==> src/rtl/tmr_pkg.sv <==
package tmr_pkg;
  // register selected by an access
  typedef enum logic [1:0] {
    SEL_NONE = 2'd0,
    SEL_TRIG = 2'd1,
    SEL_STAT = 2'd2
  } tmr_sel_e;

  localparam int TMR_DATA_W  = 32;
  localparam int TMR_CNT_W   = 29;
  localparam int TMR_EN_BIT  = 31;
  localparam int TMR_PER_BIT = 30;
  localparam int TMR_ACK_BIT = 30;
endpackage

==> src/rtl/tmr_regs.sv <==
module tmr_regs
  import tmr_pkg::*;
#(
  parameter int DATA_W   = TMR_DATA_W,
  parameter int ADDR_W   = 3,
  parameter int CNT_W    = TMR_CNT_W,
  parameter int EN_BIT   = TMR_EN_BIT,
  parameter int PER_BIT  = TMR_PER_BIT,
  parameter int ACK_BIT  = TMR_ACK_BIT,
  parameter int TRIG_OFS = 0,
  parameter int STAT_OFS = 4
) (
  input  logic [ADDR_W-1:0] addr,
  input  logic              wr,
  input  logic [DATA_W-1:0] wdata,
  input  logic              cur_en,
  input  logic              cur_per,
  input  logic [CNT_W-1:0]  cur_reload,
  input  logic [CNT_W-1:0]  cur_cnt,
  input  logic              cur_pend,
  output logic              trig_wr,
  output logic              new_en,
  output logic              new_per,
  output logic [CNT_W-1:0]  new_reload,
  output logic              clr_req,
  output logic [DATA_W-1:0] rdata
);
  localparam logic [ADDR_W-1:0] TRIG_A = ADDR_W'(TRIG_OFS);
  localparam logic [ADDR_W-1:0] STAT_A = ADDR_W'(STAT_OFS);

  function automatic tmr_sel_e decode(input logic [ADDR_W-1:0] a);
    if (a == TRIG_A)      return SEL_TRIG;
    else if (a == STAT_A) return SEL_STAT;
    else                  return SEL_NONE;
  endfunction

  tmr_sel_e sel;

  always_comb begin
    sel        = decode(addr);
    trig_wr    = wr && (sel == SEL_TRIG);
    clr_req    = wr && (sel == SEL_STAT) && wdata[ACK_BIT];
    new_en     = wdata[EN_BIT];
    new_per    = wdata[PER_BIT];
    new_reload = wdata[CNT_W-1:0];
  end

  always_comb begin
    rdata = '0;
    unique case (sel)
      SEL_TRIG: begin
        rdata[CNT_W-1:0] = cur_reload;
        rdata[EN_BIT]    = cur_en;
        rdata[PER_BIT]   = cur_per;
      end
      SEL_STAT: begin
        rdata[CNT_W-1:0] = cur_cnt;
        rdata[ACK_BIT]   = cur_pend;
      end
      default: rdata = '0;
    endcase
  end
endmodule

==> src/rtl/tmr_count.sv <==
module tmr_count #(
  parameter int CNT_W = 29
) (
  input  logic             clk,
  input  logic             rst_n,
  input  logic             tick,
  input  logic             trig_wr,
  input  logic             new_en,
  input  logic             new_per,
  input  logic [CNT_W-1:0] new_reload,
  output logic             en_q,
  output logic             per_q,
  output logic [CNT_W-1:0] reload_q,
  output logic [CNT_W-1:0] cnt_q,
  output logic             expire_evt
);
  // count value after one enabled tick
  function automatic logic [CNT_W-1:0] step_count(
    input logic [CNT_W-1:0] c, input logic [CNT_W-1:0] rl, input logic per);
    if (c != '0) return c - 1'b1;
    else if (per) return rl;
    else          return '0;
  endfunction

  logic run_tick;
  assign run_tick   = en_q && tick && !trig_wr;
  assign expire_evt = run_tick && (cnt_q == '0);

  always_ff @(posedge clk) begin
    if (!rst_n) begin
      en_q     <= 1'b0;
      per_q    <= 1'b0;
      reload_q <= '0;
      cnt_q    <= '0;
    end else if (trig_wr) begin
      en_q     <= new_en;
      per_q    <= new_per;
      reload_q <= new_reload;
      cnt_q    <= new_reload;
    end else if (run_tick) begin
      cnt_q <= step_count(cnt_q, reload_q, per_q);
      if (expire_evt && !per_q) en_q <= 1'b0;
    end
  end
endmodule

==> src/rtl/tmr_irq.sv <==
module tmr_irq (
  input  logic clk,
  input  logic rst_n,
  input  logic expire_evt,
  input  logic clr_req,
  output logic pend_q
);
  always_ff @(posedge clk) begin
    if (!rst_n)          pend_q <= 1'b0;
    else if (expire_evt) pend_q <= 1'b1;
    else if (clr_req)    pend_q <= 1'b0;
  end
endmodule

==> src/rtl/ivtmr_top.sv <==
module ivtmr_top
  import tmr_pkg::*;
#(
  parameter int DATA_W   = TMR_DATA_W,
  parameter int ADDR_W   = 3,
  parameter int CNT_W    = TMR_CNT_W,
  parameter int EN_BIT   = TMR_EN_BIT,
  parameter int PER_BIT  = TMR_PER_BIT,
  parameter int ACK_BIT  = TMR_ACK_BIT,
  parameter int TRIG_OFS = 0,
  parameter int STAT_OFS = 4
) (
  input  logic              clk,
  input  logic              rst_n,
  input  logic              tick,
  input  logic [ADDR_W-1:0] reg_addr,
  input  logic              reg_wr,
  input  logic [DATA_W-1:0] reg_wdata,
  output logic [DATA_W-1:0] reg_rdata,
  output logic              irq
);
  logic             trig_wr, new_en, new_per, clr_req;
  logic [CNT_W-1:0] new_reload;
  logic             en_q, per_q, pend_q, expire_evt;
  logic [CNT_W-1:0] reload_q, cnt_q;

  tmr_regs #(
    .DATA_W(DATA_W), .ADDR_W(ADDR_W), .CNT_W(CNT_W), .EN_BIT(EN_BIT),
    .PER_BIT(PER_BIT), .ACK_BIT(ACK_BIT), .TRIG_OFS(TRIG_OFS), .STAT_OFS(STAT_OFS)
  ) u_regs (
    .addr(reg_addr), .wr(reg_wr), .wdata(reg_wdata),
    .cur_en(en_q), .cur_per(per_q), .cur_reload(reload_q), .cur_cnt(cnt_q),
    .cur_pend(pend_q), .trig_wr(trig_wr), .new_en(new_en), .new_per(new_per),
    .new_reload(new_reload), .clr_req(clr_req), .rdata(reg_rdata)
  );

  tmr_count #(.CNT_W(CNT_W)) u_count (
    .clk(clk), .rst_n(rst_n), .tick(tick), .trig_wr(trig_wr),
    .new_en(new_en), .new_per(new_per), .new_reload(new_reload),
    .en_q(en_q), .per_q(per_q), .reload_q(reload_q), .cnt_q(cnt_q),
    .expire_evt(expire_evt)
  );

  tmr_irq u_irq (
    .clk(clk), .rst_n(rst_n), .expire_evt(expire_evt), .clr_req(clr_req),
    .pend_q(pend_q)
  );

  assign irq = pend_q;
endmodule

==> config.mk <==
export PLATFORM = sky130hd
export DESIGN_NAME = ivtmr_top
export DESIGN_NICKNAME = d
export VERILOG_FILES = /design/src/rtl/tmr_pkg.sv /design/src/rtl/tmr_regs.sv /design/src/rtl/tmr_count.sv /design/src/rtl/tmr_irq.sv /design/src/rtl/ivtmr_top.sv
export SDC_FILE = /design/constraint.sdc
export NUM_CORES = 1
export LEC_CHECK = 0
export BUFFER_PORTS_ARGS = -buffer_cell sky130_fd_sc_hd__buf_2
export CAP_MARGIN = 20
export CORE_ASPECT_RATIO = 0.7
export CORE_MARGIN = 2
export CORE_UTILIZATION = 45
export CTS_CLUSTER_SIZE = 14
export DETAILED_ROUTE_END_ITERATION = 8
export GPL_ROUTABILITY_DRIVEN = 0
export PLACE_DENSITY = 0.7
export SLEW_MARGIN = 20
export SYNTH_ARGS = -nofsm -noshare
export SYNTH_HDL_FRONTEND = slang
export SYNTH_SLANG_ARGS = --single-unit
==> constraint.sdc <==
create_clock -name clk -period 3 [get_ports clk]
set_clock_uncertainty 0.15 [all_clocks]
set_input_delay 0.15 -clock clk [delete_from_list [all_inputs] [get_ports clk]]
set_output_delay 0.15 -clock clk [all_outputs]
set_load 0.1 [all_outputs]
* Word-level counts from Yosys, hierarchy flattened
Cells that the tools add are included.
** Operators by class
- Reductions and logical operators :: 16
- Multiplexer cells :: 14
- Add/subtract/negate cells :: 1
- Equality and inequality tests :: 3
** Operator list (count)
- 29-bit 2-to-1 mux :: 4
- 29-bit one-hot mux with 2 select lines :: 1
- 29-bit logical NOT :: 1
- 29-bit nonzero test :: 1
- 29-bit by 1-bit subtractor with 29-bit output, second input constant :: 1
- 1-bit logical AND :: 7
- 1-bit 2-to-1 mux :: 6
- 2-bit nonzero test :: 3
- 2-bit 2-to-1 mux :: 2
- 3-bit equality test, second input constant :: 1
- 3-bit logical NOT :: 1
- 2-bit by 1-bit equality test with 1-bit output, second input constant :: 1
- 2-bit equality test, second input constant :: 1
- 1-bit logical NOT :: 2
- 1-bit one-hot mux with 2 select lines :: 1
- 2-bit AND reduction :: 1
** Word-level totals
- Flip-flop bits (word level) :: 61
- Logic and storage cells :: 39
- Bits of input ports :: 39
- Output and inout bits :: 33

* Depth between registers and ports, before layout
Gate-level depths: netlist of run 1.
- Word-level depth :: 12
- Depth in mapped cells :: 10
- Depth with buffers taken out :: 8

* Modules after synthesis
A second synthesis of run 1 with hierarchy kept.
** Second synthesis, totals
- Cell total of the unflattened synthesis :: 536
- Area, all modules :: 4276.6 µm²
** By module, submodules not included
- tmr_count :: cells each 426, seq. area each 1201.2 µm², instances 1, area each 3459.6 µm²
- tmr_regs :: cells each 107, seq. area each 0.0 µm², instances 1, area each 775.7 µm²
- tmr_irq :: cells each 3, seq. area each 20.0 µm², instances 1, area each 41.3 µm²

* Worst setup path after synthesis of run 1
Ideal clock, no wire load.
- Kind :: register to register
- Start point :: reg u_count.cnt_q[16]
- End point :: reg u_count.cnt_q[21]
- Path buffers :: 2
- Period minus slack after synthesis :: 2.556 ns
- Cell stages (with the launch flop) :: 9
- Setup time :: 0.127 ns
- Data arrival time :: 2.279 ns
- Slack :: 0.444 ns
- Required time :: 2.723 ns
- Path through :: dfxtp_1 -> or4_1 -> clkbuf_2 -> or4_4 -> or2_1 -> buf_6 -> o31ai_1 -> a21oi_1 -> or3_1
** Between the ends
- Cells in the longest elaborated chain, start to end :: 4
- Elaborated cells on any way between the ends :: 5
- Those cells by class :: 1 x add/sub; 3 x mux; 1 x reduce/logical
** RTL lines
- start, declared :: line tmr_count.sv:14 : output logic [CNT_W-1:0] cnt_q,
- start signal, assigned :: line tmr_count.sv:39 : cnt_q <= new_reload;
- start signal, assigned :: line tmr_count.sv:41 : cnt_q <= step_count(cnt_q, reload_q, per_q);
- 29-bit by 1-bit subtractor with 29-bit output or 29-bit nonzero test (tied branches) :: line tmr_count.sv:20 : if (c != '0) return c - 1'b1;
- 29-bit 2-to-1 mux (*) :: line tmr_count.sv:20
- 29-bit 2-to-1 mux (*) :: line tmr_count.sv:40 : end else if (run_tick) begin
- 29-bit 2-to-1 mux (*) :: line tmr_count.sv:35 : end else if (trig_wr) begin
Mark *: on every way between the ends. The rest lies on a longest branch, timed or not. The select of a mux whose other input is x is not followed.
A chain may end at the register's enable or synchronous reset.

* Worst setup path after layout of run 1
- Start point :: reg u_count.cnt_q[24]
- End point :: reg u_count.en_q
** Between the ends
- Cells in the longest elaborated chain, start to end :: 5
** RTL lines
- 29-bit logical NOT :: line tmr_count.sv:27 : assign expire_evt = run_tick && (cnt_q == '0);
- 1-bit logical AND :: line tmr_count.sv:27
- 1-bit logical AND :: line tmr_count.sv:42 : if (expire_evt && !per_q) en_q <= 1'b0;
- 2-bit nonzero test (no source line)
- 2-bit AND reduction (no source line)
- end signal, assigned :: line tmr_count.sv:36 : en_q <= new_en;
- end, declared :: line tmr_count.sv:11 : output logic en_q,
Every way passes these cells.

==> results list, run 1 <==
- The run finished with clean final reports.
- The area growth from synthesis to layout is 27.4%.
- Total CTS buffers: 9
* Number of cells produced by synthesis: 474
- Measured against its own limit, the worst slew margin works out to about three fifths.
- Number of storage elements in the synthesis netlist: 61
- Max-cap violations in this run came to 0.
* Number of global-route vias before repair: ~3700
* DRC violation total after the first TritonRoute iteration: roughly 350
- Via count normalized by instance count: about 6.0
- Share of layout cells above drive strength 1: roughly a fifth
- Minimum hold slack: ~180 ps
- Switching Share: 32.1%
* Antenna violations before repair: 0
- Port buffering added between 60 and 70 buffers.
- Top cell type by total area after synthesis: sky130_fd_sc_hd__dfxtp_1
* Post-placement cell area: between 3000 and 4000 sq um
- At the pin with the least slew margin, the transition time is about 600 ps.
* Fin cells: about 670
* Die span in y: approximately 78 um
- Min setup slack post-route: roughly 250 ps
- Pre-CTS worst setup slack: 293 ps
- Cell internal power was estimated by the tool at between 1 and 1.5 mW.
- Cell types with the largest area share after synthesis: sky130_fd_sc_hd__dfxtp_1, sky130_fd_sc_hd__a21oi_1, sky130_fd_sc_hd__nand2_1, sky130_fd_sc_hd__a22o_1, sky130_fd_sc_hd__o21ai_0
- The tightest min-delay check is of the primary input to register type.
* Endpoint type of the worst setup path: register
- Utilization of the core after routing: about three fifths
- Clk Tree Root Cell: sky130_fd_sc_hd__clkbuf_8
- Measured along the x axis, the die boundary spans 110 um.
- Measured against the total synthesized area, the mux share comes to less than 1%.
- Number of filler instances in the final layout: about 710
* Area occupied by registers: roughly 1200 sq um
* Post-synthesis net count: between 500 and 600
- Initial Util: a little under half
* Data required, critical path: about 3100 ps
- The worst setup path is launched from a register.
* Maximum vdd drop: 0.000258 V
* Critical-path cell with the highest stage delay: sky130_fd_sc_hd__or4_1
- In this run the cell area of the synthesized design comes to 3520 sq um.
- Power share of the clock group: approximately a third
- Endpoints failing hold: 0
- For this run, design rule violations remaining after detail routing come to 0.
- After Yosys synthesis, and, or, nand and nor cells account for 23.9% of the synthesized area.
- Summed over all nets, the half-perimeter wirelength after detailed placement is between 7 and 8 mm.
* Clock latency on the worst-skew pair: 360 ps
- For this run, the slowest stage of the critical path takes between 500 and 600 ps.
* Max Clk Rate: 0.364 GHz
- For this run, asynchronously set or reset flops after synthesis account for 0%.
- Synthesized area per cell: 7.43 sq um
- All-layer global routing usage: between 20 and 30%
- In this run the worst path has a maximum fanout of 8.
- The final max-slew violation count was 0.
* Crit path time final: between 2000 and 3000 ps
- Entering global routing, the biggest net connects between 40 and 50 pins.
- Die area: between 8000 and 9000 sq um
- Among cell families on the critical path, the largest total delay comes from simple AND/OR/NAND/NOR gates.
* Antenna diodes: 0
* Ordered list of cells on the worst path: or4_1 > or4_4 > or2_1 > o311ai_0 > a21oi_1
- In this run the remaining antenna-violating nets after routing total 0.
* Number of placed instances with taps included: 620
- Setup repair after global routing left no endpoint under its margin.
- For this run, the detailed router's first-pass iteration total came to 5.
- Core Region: approximately 7400 sq um
- In this run the core area contains 26 standard-cell rows.
- Register area share after synthesis: between 30% and 40%
- Setup violation total in the final timing report: 0
- Main combinational cell family by area after synthesis: compound AO/OA/AOI/OAI gates
- Number of gates given a new drive strength after cts: 0
* Synth cell types: 55
- The clock drives 61 sinks.
- Among all flip-flop cells after synthesis, the most frequent one is sky130_fd_sc_hd__dfxtp_1.
- Vias after detailed routing: between 4000 and 5000
- Number of enable flip-flop cells after synthesis: 0
* Power density cells: about 470 nW/um^2
* Synth top area share: 34.7%
* Register share of total power: between 40% and 50%
- Pin placement for this block handled 72 I/O pins.
- Total power after layout: 2.11 mW
- After Yosys synthesis, full adders, half adders and majority gates account for less than 1% of the synthesized area.
* Clock-pin slew reported for the worst setup and hold paths after clock tree synthesis: ~70 ps
- Number of buffer and inverter instances along the worst setup path: 0
- Flop2flop setup slack: ~250 ps
- Routed Wire Length: around 11 mm
* Number of levels the H-tree was split into: 3
- Combined area of the multi-input logic cells: roughly 2100 sq um
- Ys Warns: 0
- Per report_power, the combinational group accounts for 26.3% of the total.
- Reported net switching power: approximately 0.68 mW
- The final critical path takes up 91.5% of the cycle.
* Clock tree from TritonCTS: yes
* Global-route wire length before repair: around 19 mm
* Leakage component of the power: 1.80 nW
- Parity-gate share of the synthesized area counting xor and xnor cells: between 3 and 4%
- In the final routed layout, each cell accounts on average for 17.2 um.
* Deepest clock path buffer count: 2
- Net count of the finished layout: approximately 610
- Synth Area in Compound Gates: ~30%
- Finished Cell Area: between 4000 and 5000 sq um
- At the worst endpoint, the arrival time is 2820 ps.
- Final global-route overflow total: 0
- The worst setup path is of the register to register kind.
* Post-Route Setup TNS: 0 ps
## layout by cell type, fill, tap and decap left out, types with 5 or more instances in the layout
cell,netlist,routed
sky130_fd_sc_hd__o22ai_1,7,7
sky130_fd_sc_hd__or4_1,5,5
sky130_fd_sc_hd__a21oi_1,64,64
sky130_fd_sc_hd__buf_2,4,69
sky130_fd_sc_hd__dlygate4sd3_1,0,32
sky130_fd_sc_hd__o211ai_1,5,5
sky130_fd_sc_hd__nand2_1,83,83
sky130_fd_sc_hd__or3_1,5,5
sky130_fd_sc_hd__buf_4,2,24
sky130_fd_sc_hd__nand3_1,8,8
sky130_fd_sc_hd__o21ai_0,31,31
sky130_fd_sc_hd__a22o_1,29,29
sky130_fd_sc_hd__nor2_1,32,32
sky130_fd_sc_hd__nor3_1,6,5
sky130_fd_sc_hd__xnor2_1,14,14
sky130_fd_sc_hd__clkbuf_8,0,12
sky130_fd_sc_hd__dfxtp_1,61,61
sky130_fd_sc_hd__inv_1,5,5
sky130_fd_sc_hd__o221ai_1,6,6
sky130_fd_sc_hd__nor4_1,14,14
## metal layers
layer	up-vias	GRT usage (%)	routed length, um
met5	-	0	0
met4	0	8.73	231
met3	27	6.89	919
met2	188	42.8	5010
met1	1889	38.9	5300
li1	1911	-	-
## worst reg2reg max path: stages, from the launching register on
cell and delay, ps:
sky130_fd_sc_hd__dfxtp_1 380, sky130_fd_sc_hd__or4_1 570, sky130_fd_sc_hd__or4_4 550, sky130_fd_sc_hd__or2_1 370, sky130_fd_sc_hd__o311ai_0 470, sky130_fd_sc_hd__a21oi_1 130
## synth_stat cells (all sizes together) (3+ instances only)
master   n
a21boi   3
a21oi   64
a22o    30
a31oi    4
and3     4
buf     12
clkbuf  33
dfxtp   61
inv      5
nand2   83
nand3    8
nand4    4
nor2    33
nor3     6
nor4    14
nor4b    3
o211ai   6
o21ai   31
o221ai   6
o22ai    7
o311ai   3
or3      6
or4      7
xnor2   14
## logic make-up (layout without fill, tap and decap cells)
kind of cell | count (synthesis) | count (layout)
other | 1 | 1
DFF | 61 | 61
muxes | 2 | 2
and+or+nand+nor | 177 | 177
xor gates and xnor gates | 16 | 16
adders and majority gates | 1 | 1
buffers and inverters | 50 | 145
AOI/OAI and AO/OA | 166 | 166
## area by class of cell
| class | count | share of cell area, % |
|---|---|---|
| multi-input combinational | 363 | 46.8 |
| sequential | 61 | 27.2 |
| timing repair buffer | 125 | 18.9 |
| clock buffer | 14 | 3.85 |
| tap | 98 | 2.73 |
| inverter | 5 | 0.418 |
| clock inverter | 1 | 0.112 |
## flip-flops by register name, summed over array words and instances, names as in the netlist
register          flops
u_count.reload_q     29
u_count.en_q          1
u_irq.pend_q          1
u_count.cnt_q        29
u_count.per_q         1
## worst paths after layout
kind	cells after the start	end	start
max	5	u_count.en_q	u_count.cnt_q[24]
min	3	u_count.cnt_q[6]	rst_n
max reg2reg	5	u_count.en_q	u_count.cnt_q[24]
min reg2reg	2	u_count.reload_q[27]	u_count.reload_q[27]
## repair_timing
action | 4_1_cts | 5_1_grt
hold buffers | 32 | 0
setup buffers | 0 | 0
endpoints found under the hold margin | 48 | 0
## power groups by stage
stage | Sequential [mW] | Combinational [mW] | Clock, mW
detailed placement | 0.892 | 0.512 | 0
finish | 0.875 | 0.556 | 0.682
global route | 0.880 | 0.600 | 0.732
floorplan | 0.877 | 0.371 | 0
CTS | 0.874 | 0.547 | 0.700
global placement | 0.890 | 0.506 | 0
No activity file was read; power rests on OpenSTA's default activity.
==> inputs of run 2 (changes only) <==
ABC_AREA = 1   (was default)
PLACE_DENSITY = 0.68   (was 0.7)
==> run 2 against run 1 <==
  * Clock-buffer cell count decreased by 2
  * Utilization decreased by 2.4 points
  * Global-route usage decreased by 2.0 points
  * Fmax increased by 18%
  * Register-to-register slack improved by 420 ps
  * Synthesized cell count increased by 59%
  * Clock power increased by 58%
  * Combinational power increased by 53%
  * Sequential share of layout area decreased by 4.2 points
  * Routed wire length increased by 13%
  * Total power increased by 33%
  * Final cell count increased by 44%
  * Critical path type unchanged
  * Critical endpoint is now u_irq.pend_q
==> results list, run 2 <==
- Post-placement cell area: 4680 sq um (+17%)
* Top library cells by usage in the layout, fill and taps aside: sky130_fd_sc_hd__nand2_1, sky130_fd_sc_hd__inv_1, sky130_fd_sc_hd__buf_2
* Endpoint type of the worst setup path: register
* Pre-CTS worst setup slack: 681 ps (+388 ps)
* Pin count of the biggest net entering global routing: 59 (+44%)
- Vias after detailed routing: 4943 (+23%)
* Share of layout cells above drive strength 1: 15.0% (-6.2 points)
- The number of different library cells in the post-synthesis netlist is 28 (-49%).
- Leading cell types by count after synthesis: sky130_fd_sc_hd__nand2_1, sky130_fd_sc_hd__inv_1, sky130_fd_sc_hd__o21ai_0
- Total standard cell area after synthesis: 4320 sq um (+23%)
* Most Frequent Cell on Critical Path: sky130_fd_sc_hd__nand2_1
* Area Overhead vs Synth: 22.8%
- Deepest clock path buffer count: 2 (unchanged)
- The number of maximum-capacitance violations was 0 (unchanged).
- The post-detailed-route DRC marker count is 0 (unchanged).
* Number of rows created at floorplan: 29 (+12%)
* Number of buffer and inverter instances along the worst setup path: 2 (+2)
* # Post-CTS Setup Buffers: 0 (unchanged)
- The number of synthesized flops with an enable pin was 0 (unchanged).
* Count of boundary I/O pins: 72 (unchanged)
- The starting density of the core was 47.1% (-0.20 points).
- The detailed placer's ending HPWL is 8.67 mm (+13%).
- The clock-pin slew reported for the worst setup and hold paths after clock tree synthesis was 50 ps (-20 ps).
* Post-synthesis net count: 794 (+54%)
* Most common library cell in the layout ignoring fill and taps: sky130_fd_sc_hd__nand2_1
- Net count of the finished layout: 874 (+44%)
* Die Span X: 121 um (+10%)
- The die boundary height was 86.0 um (+10%).
- The data required time of the worst path is 3130 ps (+60 ps).
- Sort of element at the start of the critical path: register
- Final global-route overflow total: 0 (unchanged)
- The final max-slew violation count was 0 (unchanged).
- The aggregate negative setup slack was 0 ps (unchanged).
* Post-CTS Hold Buffers: 31 (-3.1%)
- The number of gates resized after cts came to 0 (unchanged).
- The share of the clock period used by the worst path after layout was 77.5% (-14 points).
- The number of routed nets with antenna violations was 0 (unchanged).
- Among all stages on the critical path, the largest delay is contributed by sky130_fd_sc_hd__nor2_2.
- The setup path with the least slack is of type register to register.
- Reg2reg path depth: 12 (+7)
- Min-Delay Path Class: primary input to register
- The largest registers in the layout are u_count.cnt_q x29, u_count.reload_q x29.
- The final critical-path required period is 2320 ps (-421 ps).
- Antenna diodes: 0 (unchanged)
- Clock latency on the worst-skew pair: 340 ps (-20 ps)
* Measured slew at the worst slew-check pin: 1020 ps (+419 ps)
- Number of cells on the critical path: 12 (+7)
- Number of storage elements in the synthesis netlist: 61 (unchanged)
- The number of clock sinks seen by CTS came to 61 (unchanged).
- Ys Warns: 0 (unchanged)
* Synth top area share: 28.3% (-6.4 points)
- Number of filler instances in the final layout: 943 (+34%)
- In the post-synthesis netlist, the cell with the most instances is sky130_fd_sc_hd__nand2_1.
- Relative slew slack: 31.3% (-28 points)
- Die area: 10400 sq um (+22%)
- The share of synthesized area occupied by flip-flops and latches is 28.3% (-6.4 points).
- The hold-critical path depth came to 6 (+3).
- The top achievable clock speed is 0.430 GHz (+18%).
- The leakage power figure came to 2.93 nW (+63%).
* Routed Wire Length: 13.0 mm (+13%)
* IO buf count: 69 (unchanged)
- The peak per-stage delay on the critical path came to 420 ps (-150 ps).
- Min setup slack post-route: 676 ps (+421 ps)
* Critical path data arrival time: 2460 ps (-360 ps)
* Post-DR wirelength/cell: 13.5 um (-21%)
- Core Region: 9180 sq um (+23%)
- The TritonCTS buffer count was 9 (unchanged).
- Setup violation total in the final timing report: 0 (unchanged)
- Finished Cell Area: 5310 sq um (+18%)
- Number of global-route vias before repair: 4569 (+23%)
* Global-route wire length before repair: 21.6 mm (+16%)
- The run finished with clean final reports.
* Most used flip-flop cell after synthesis: sky130_fd_sc_hd__dfxtp_1
- Top delay family on crit path: simple AND/OR/NAND/NOR gates
- Ordered list of cells on the worst path: inv_2 > ha_1 > nand2_4 > nor2_8 > nand4_1 > nor2_2 > nand2_1 > nor2_1 > nand2_1 > nand2_1 > nand2_1 > inv_1
- By area the synthesized netlist is led by sky130_fd_sc_hd__dfxtp_1, sky130_fd_sc_hd__nand2_1, sky130_fd_sc_hd__inv_1, sky130_fd_sc_hd__o21ai_0, sky130_fd_sc_hd__nand3_1.
* Maximum fanout along the worst path: 12 (+4)
- Asr flop ratio synth: 0% (unchanged)
* Number of cells produced by synthesis: 754 (+59%)
- Total power after layout: 2.81 mW (+33%)
* Endpoints failing hold: 0 (unchanged)
- Unrepaired setup endpoints after global routing: no
- Combined area of the multi-input logic cells: 2430 sq um (+16%)
- Maximum vdd drop: 0.000329 V (+27%)
- TritonCTS built the clock tree.
- The mean post-synth cell area is 5.73 sq um (-23%).
- The via count normalized by instance count came to 5.13 (-15%).
* Clk Tree Root Cell: sky130_fd_sc_hd__clkbuf_16
- The sequential cell area in the final layout is 1220 sq um (unchanged).
- The power per cell area came to 529 nW/um^2 (+12%).
- The biggest area contributor in the post-synthesis netlist is sky130_fd_sc_hd__dfxtp_1.
* Number of levels the H-tree was split into: 3 (unchanged)
* All-layer global routing usage: 26.1% (-2.0 points)
- 1st-pass router iterations: 6 (+1)
- The iteration-0 DRC count of the detailed router came to 353 (unchanged).
- The number of antenna violations at the first check in global routing came to 0 (unchanged).
-- run 2: cell types whose count changed after synthesis, moves of 14 or more --
cell / previous run / this run
sky130_fd_sc_hd__a21oi_1: 64 / 31
sky130_fd_sc_hd__o21ai_0: 31 / 66
sky130_fd_sc_hd__xnor2_1: 14 / 0
sky130_fd_sc_hd__nand2_1: 83 / 259
sky130_fd_sc_hd__o21ai_1: 0 / 16
sky130_fd_sc_hd__nor4_1: 14 / 0
sky130_fd_sc_hd__nand4_1: 4 / 20
sky130_fd_sc_hd__inv_1: 5 / 115
sky130_fd_sc_hd__nand3_1: 8 / 57
sky130_fd_sc_hd__a22o_1: 29 / 0
-- run 2: area by class of cell --
cell class | count | share of cell area [%]
clock inverter | 4 | 0.849
timing repair buffer | 107 | 13.3
multi-input combinational | 527 | 45.8
inverter | 128 | 9.05
clock buffer | 12 | 5.02
tap | 124 | 2.92
sequential | 61 | 23.0
-- run 2: worst paths after layout --
check	start	endpoint	slack (ps)
max reg2reg	u_count.cnt_q[0]	u_irq.pend_q	680
min reg2reg	u_count.reload_q[7]	u_count.reload_q[7]	330
min	reg_wr	u_irq.pend_q	70
max	u_count.cnt_q[0]	u_irq.pend_q	680
-- run 2: cells by family (layout without fill, tap and decap cells) --
kind of cell | count (synthesis) | in the layout | synth area share (%)
other cells | 1 | 1 | 0.0868
fa+ha+maj | 1 | 1 | 0.290
xor+xnor | 7 | 7 | 1.42
flops | 61 | 61 | 28.3
simple gates | 403 | 403 | 40.8
buf+inv | 166 | 251 | 15.7
compound gates | 115 | 115 | 13.4
-- run 2: report_power, final --
part	leakage (nW)	total, mW	internal (mW)	switching, mW
Combinational	2.28	0.848	0.278	0.570
Clock	0.158	1.08	0.706	0.375
Sequential	0.495	0.879	0.843	0.0358
Total	2.93	2.81	1.83	0.982
-- run 2: worst reg2reg max path, cell delays in order (launching register included) --
cell                      delay (ps)
sky130_fd_sc_hd__dfxtp_1         310
sky130_fd_sc_hd__inv_2            90
sky130_fd_sc_hd__ha_1            360
sky130_fd_sc_hd__nand2_4         130
sky130_fd_sc_hd__nor2_8          210
sky130_fd_sc_hd__nand4_1         130
sky130_fd_sc_hd__nor2_2          420
sky130_fd_sc_hd__nand2_1         100
sky130_fd_sc_hd__nor2_1          150
sky130_fd_sc_hd__nand2_1          70
sky130_fd_sc_hd__nand2_1          60
sky130_fd_sc_hd__nand2_1          40
sky130_fd_sc_hd__inv_1            50
-- run 2: layer usage --
metal	track usage (%)	share of wire [%]	vias to the layer above	wire, um
met5	0	0	-	0
met4	9.51	1.3	0	173
met3	5.59	8.6	18	1120
met2	39.8	42	209	5490
met1	36.3	48	2215	6220
li1	-	-	2501	-
-- run 2: metrics by stage --
step | std cells | hold WS, ps | util (%)
floorplan | 754 | 165 | -
global placement | 916 | 277 | 51.0
detailed placement | 916 | 281 | 51.0
CTS | 963 | 65.7 | 57.8
global route | 963 | 106 | 57.8
finish | 963 | 73.4 | 57.8
==> inputs of run 3 (changes only) <==
clock period = 2.34 ns   (was 3 ns; I/O delays follow)
==> run 3 against run 2 <==
  * Global-route usage rose by 0.85 points
  * Clock power rose by 12%
  * Fmax rose by 12%
  * First-iteration DRC count rose by 20%
  * Via count barely moved
  * Flip-flop and latch count did not move
  * Non-clock buffer count rose by 7
  * Die area did not move
  * Combinational power rose by 34%
  * Critical path type unchanged
  * Critical path depth rose by 1
  * Utilization rose by 2.2 points
  * Critical endpoint is now u_count.cnt_q[9]
  * Highest routed layer unchanged
==> results list, run 3 (synthesized netlist as in run 2, its figures left out) <==
- The pin count of the biggest net entering global routing is 41 (-31%).
- The final non-filler cell area was 5510 sq um (+3.8%).
- Routed Wire Length: 13.4 mm (+2.7%)
* Setup violation total in the final timing report: 0 (unchanged)
* Top delay family on crit path: simple AND/OR/NAND/NOR gates
* Leakage component of the power: 2.98 nW (+1.6%)
- The overall power consumption was 3.48 mW (+24%).
* Measured slew at the worst slew-check pin: 568 ps (-456 ps)
* Post-placement cell area: 4930 sq um (+5.3%)
- IO buf count: 69 (unchanged)
* Critical path start-end classification: register to register
- Critical path data arrival time: 2160 ps (-300 ps)
* Unrepaired setup endpoints after global routing: no
- Min setup slack post-route: 264 ps (-412 ps)
- Vias after detailed routing: 4947 (+0.081%)
- Met1 usage: 37.2% (+0.89 points)
* DRC violation total after the first TritonRoute iteration: 424 (+20%)
- The number of global-route vias before repair came to 4615 (+1.0%).
* # Post-CTS Setup Buffers: 0 (unchanged)
- Total number of clock tree sinks: 61 (unchanged)
- WHS Endpoint: u_irq.pend_q
- The maximum buffer depth of the clock tree is 2 (unchanged).
- Via count normalized by instance count: 5.11 (-0.44%)
- The die area is 10400 sq um (unchanged).
* Count of boundary I/O pins: 72 (unchanged)
- The depth of the CTS H-tree came to 3 (unchanged).
- The routing usage on met2 came to 42.8% (+3.0 points).
- Area Overhead vs Synth: 27.5%
* Global-route wire length before repair: 22.3 mm (+3.2%)
- Number of buffer and inverter instances along the worst setup path: 3 (+1)
- Critical-path cell with the highest stage delay: sky130_fd_sc_hd__dfxtp_1
- The starting density of the core was 47.1% (unchanged).
- Min-Delay Path Class: primary input to register
- The total of hold buffers inserted after clock tree synthesis came to 31 (unchanged).
- The number of standard-cell rows in the floorplan was 29 (unchanged).
- Cell count of the worst hold path: 6 (unchanged)
* Antenna diodes: 0 (unchanged)
* Total CTS buffers: 9 (unchanged)
* Max Clk Rate: 0.482 GHz (+12%)
- Net count of the finished layout: 881 (+0.80%)
* Final Max Tran Viols: 0 (unchanged)
* Flop2flop setup slack: 260 ps (-410 ps)
- The library cell used most frequently in the layout, excluding fill and tap cells, is sky130_fd_sc_hd__nand2_1.
* Reg2reg path depth: 13 (+1)
* Endpoints failing hold: 0 (unchanged)
- Crit path time final: 2080 ps (-248 ps)
* Maximum vdd drop: 0.000441 V (+34%)
- Clock latency on the worst-skew pair: 330 ps (about the same)
- The power per cell area was 631 nW/um^2 (+19%).
- TritonCTS built the clock tree.
- The largest registers in the layout are u_count.cnt_q x29, u_count.reload_q x29.
* Clk Tree Root Cell: sky130_fd_sc_hd__clkbuf_16
- Pre-CTS worst setup slack: 334 ps (-347 ps)
* Relative slew slack: 62.1% (+31 points)
* Number of violations of the max-capacitance limit: 0 (unchanged)
- Share of layout cells above drive strength 1: 15.4% (+0.38 points)
- The total overflow reported by the global router came to 0 (unchanged).
- Source of the worst register-to-register timing path: u_count.cnt_q[0]
- Die Span X: 121 um (unchanged)
- The die boundary height was 86.0 um (unchanged).
- 1st-pass router iterations: 4 (-2)
- STA classifies the critical path startpoint as a register.
- Antenna violations before repair: 0 (unchanged)
* Core Region: 9180 sq um (unchanged)
- Post-detailed-placement half-perimeter wirelength: 8.89 mm (+2.5%)
- Post-DR wirelength/cell: 13.8 um (+2.2%)
- Number of filler instances in the final layout: 931 (-1.3%)
- The clock-pin slew reported for the worst setup and hold paths after clock tree synthesis was 50 ps (about the same).
- The library cells used most frequently in the layout, excluding fill and tap cells, are sky130_fd_sc_hd__nand2_1, sky130_fd_sc_hd__inv_1, sky130_fd_sc_hd__o21ai_0.
* Hold Path Origin: reg_wr
* Slowest Stage Delay on Critical Path: 310 ps (-110 ps)
- Minimum hold slack: 83.9 ps (+10.5 ps)
- The post-detailed-route DRC marker count came to 0 (unchanged).
- The global-route track usage on met3 came to 5.78% (+0.20 points).
* R2r endpoint: u_count.cnt_q[9]
* Post-Route Setup TNS: 0 ps (unchanged)
- The signal on the critical path passes through inv_2 > ha_1 > nand2_4 > inv_2 > nand2_2 > nor2_4 > nand2_4 > nand2_1 > o21ai_1 > nand2_1 > nand3_1 > nand2_1 > inv_1.
- Data required, critical path: 2420 ps (-710 ps)
- Number of gates given a new drive strength after cts: 0 (unchanged)
* Most Frequent Cell on Critical Path: sky130_fd_sc_hd__nand2_1
* Maximum fanout along the worst path: 33 (+21)
* Final worst path period share: 88.7% (+11 points)
- Run status: finished, final reports clean
- The worst setup path is captured at a register.
- In this run the most used layer during global routing was met2.
- All-layer global routing usage: 27.0% (+0.85 points)
- The number of routed nets with antenna violations was 0 (unchanged).
## run 3: cell types whose count changed in the layout (fill, tap and decap cells not counted), sizes merged
cell	delta
buf	+7
clkinv	-2
bufinv	-1
inv	+1
## run 3: final cells by class
type                    count  area, sq um  area share, %
multi-input cells         527         2430           44.1
repair buffers            114          956           17.4
well taps                 124          155           2.82
inverters                 128          480           8.72
flip-flops and latches     61         1220           22.2
clock inverters             2         10.0          0.182
clock buffers              12          256           4.66
## run 3: stage by stage
stage / instances / util [%]
CTS: 968 / 60.0
global route: 968 / 60.0
global placement: 923 / 53.7
finish: 968 / 60.0
detailed placement: 923 / 53.7
floorplan: 754 / -
## run 3: how the worst max path moves through the flow
stage	cells past startpoint	from	endpoint
2_1_floorplan	4	reg_addr[1]	reg_rdata[10]
3_3_place_gp	11	u_count.cnt_q[0]	u_count.cnt_q[19]
3_5_place_dp	11	u_count.cnt_q[0]	u_count.cnt_q[17]
4_1_cts	13	u_count.cnt_q[0]	u_count.cnt_q[9]
5_1_grt	13	u_count.cnt_q[0]	u_count.cnt_q[12]
6_report	13	u_count.cnt_q[0]	u_count.cnt_q[9]
## run 3: worst register-to-register path, delay by kind of cell (launching register included)
family | cells | cell delay, ps
AOI/OAI and AO/OA | 1 | 90
adders and majority gates | 1 | 240
buffers and inverters | 3 | 210
DFF | 1 | 310
and+or+nand+nor | 8 | 980
## run 3: report_power, final
group / internal, mW / switching [mW]
registers: 1.08 / 0.0451
logic: 0.384 / 0.752
clock network: 0.758 / 0.456
total: 2.22 / 1.25
## run 3: routing by layer
| metal | wire length (um) | vias up |
|---|---|---|
| li1 | - | 2507 |
| met1 | 6420 | 2246 |
| met3 | 942 | 11 |
| met4 | 121 | 0 |
| met2 | 5870 | 183 |
| met5 | 0 | - |
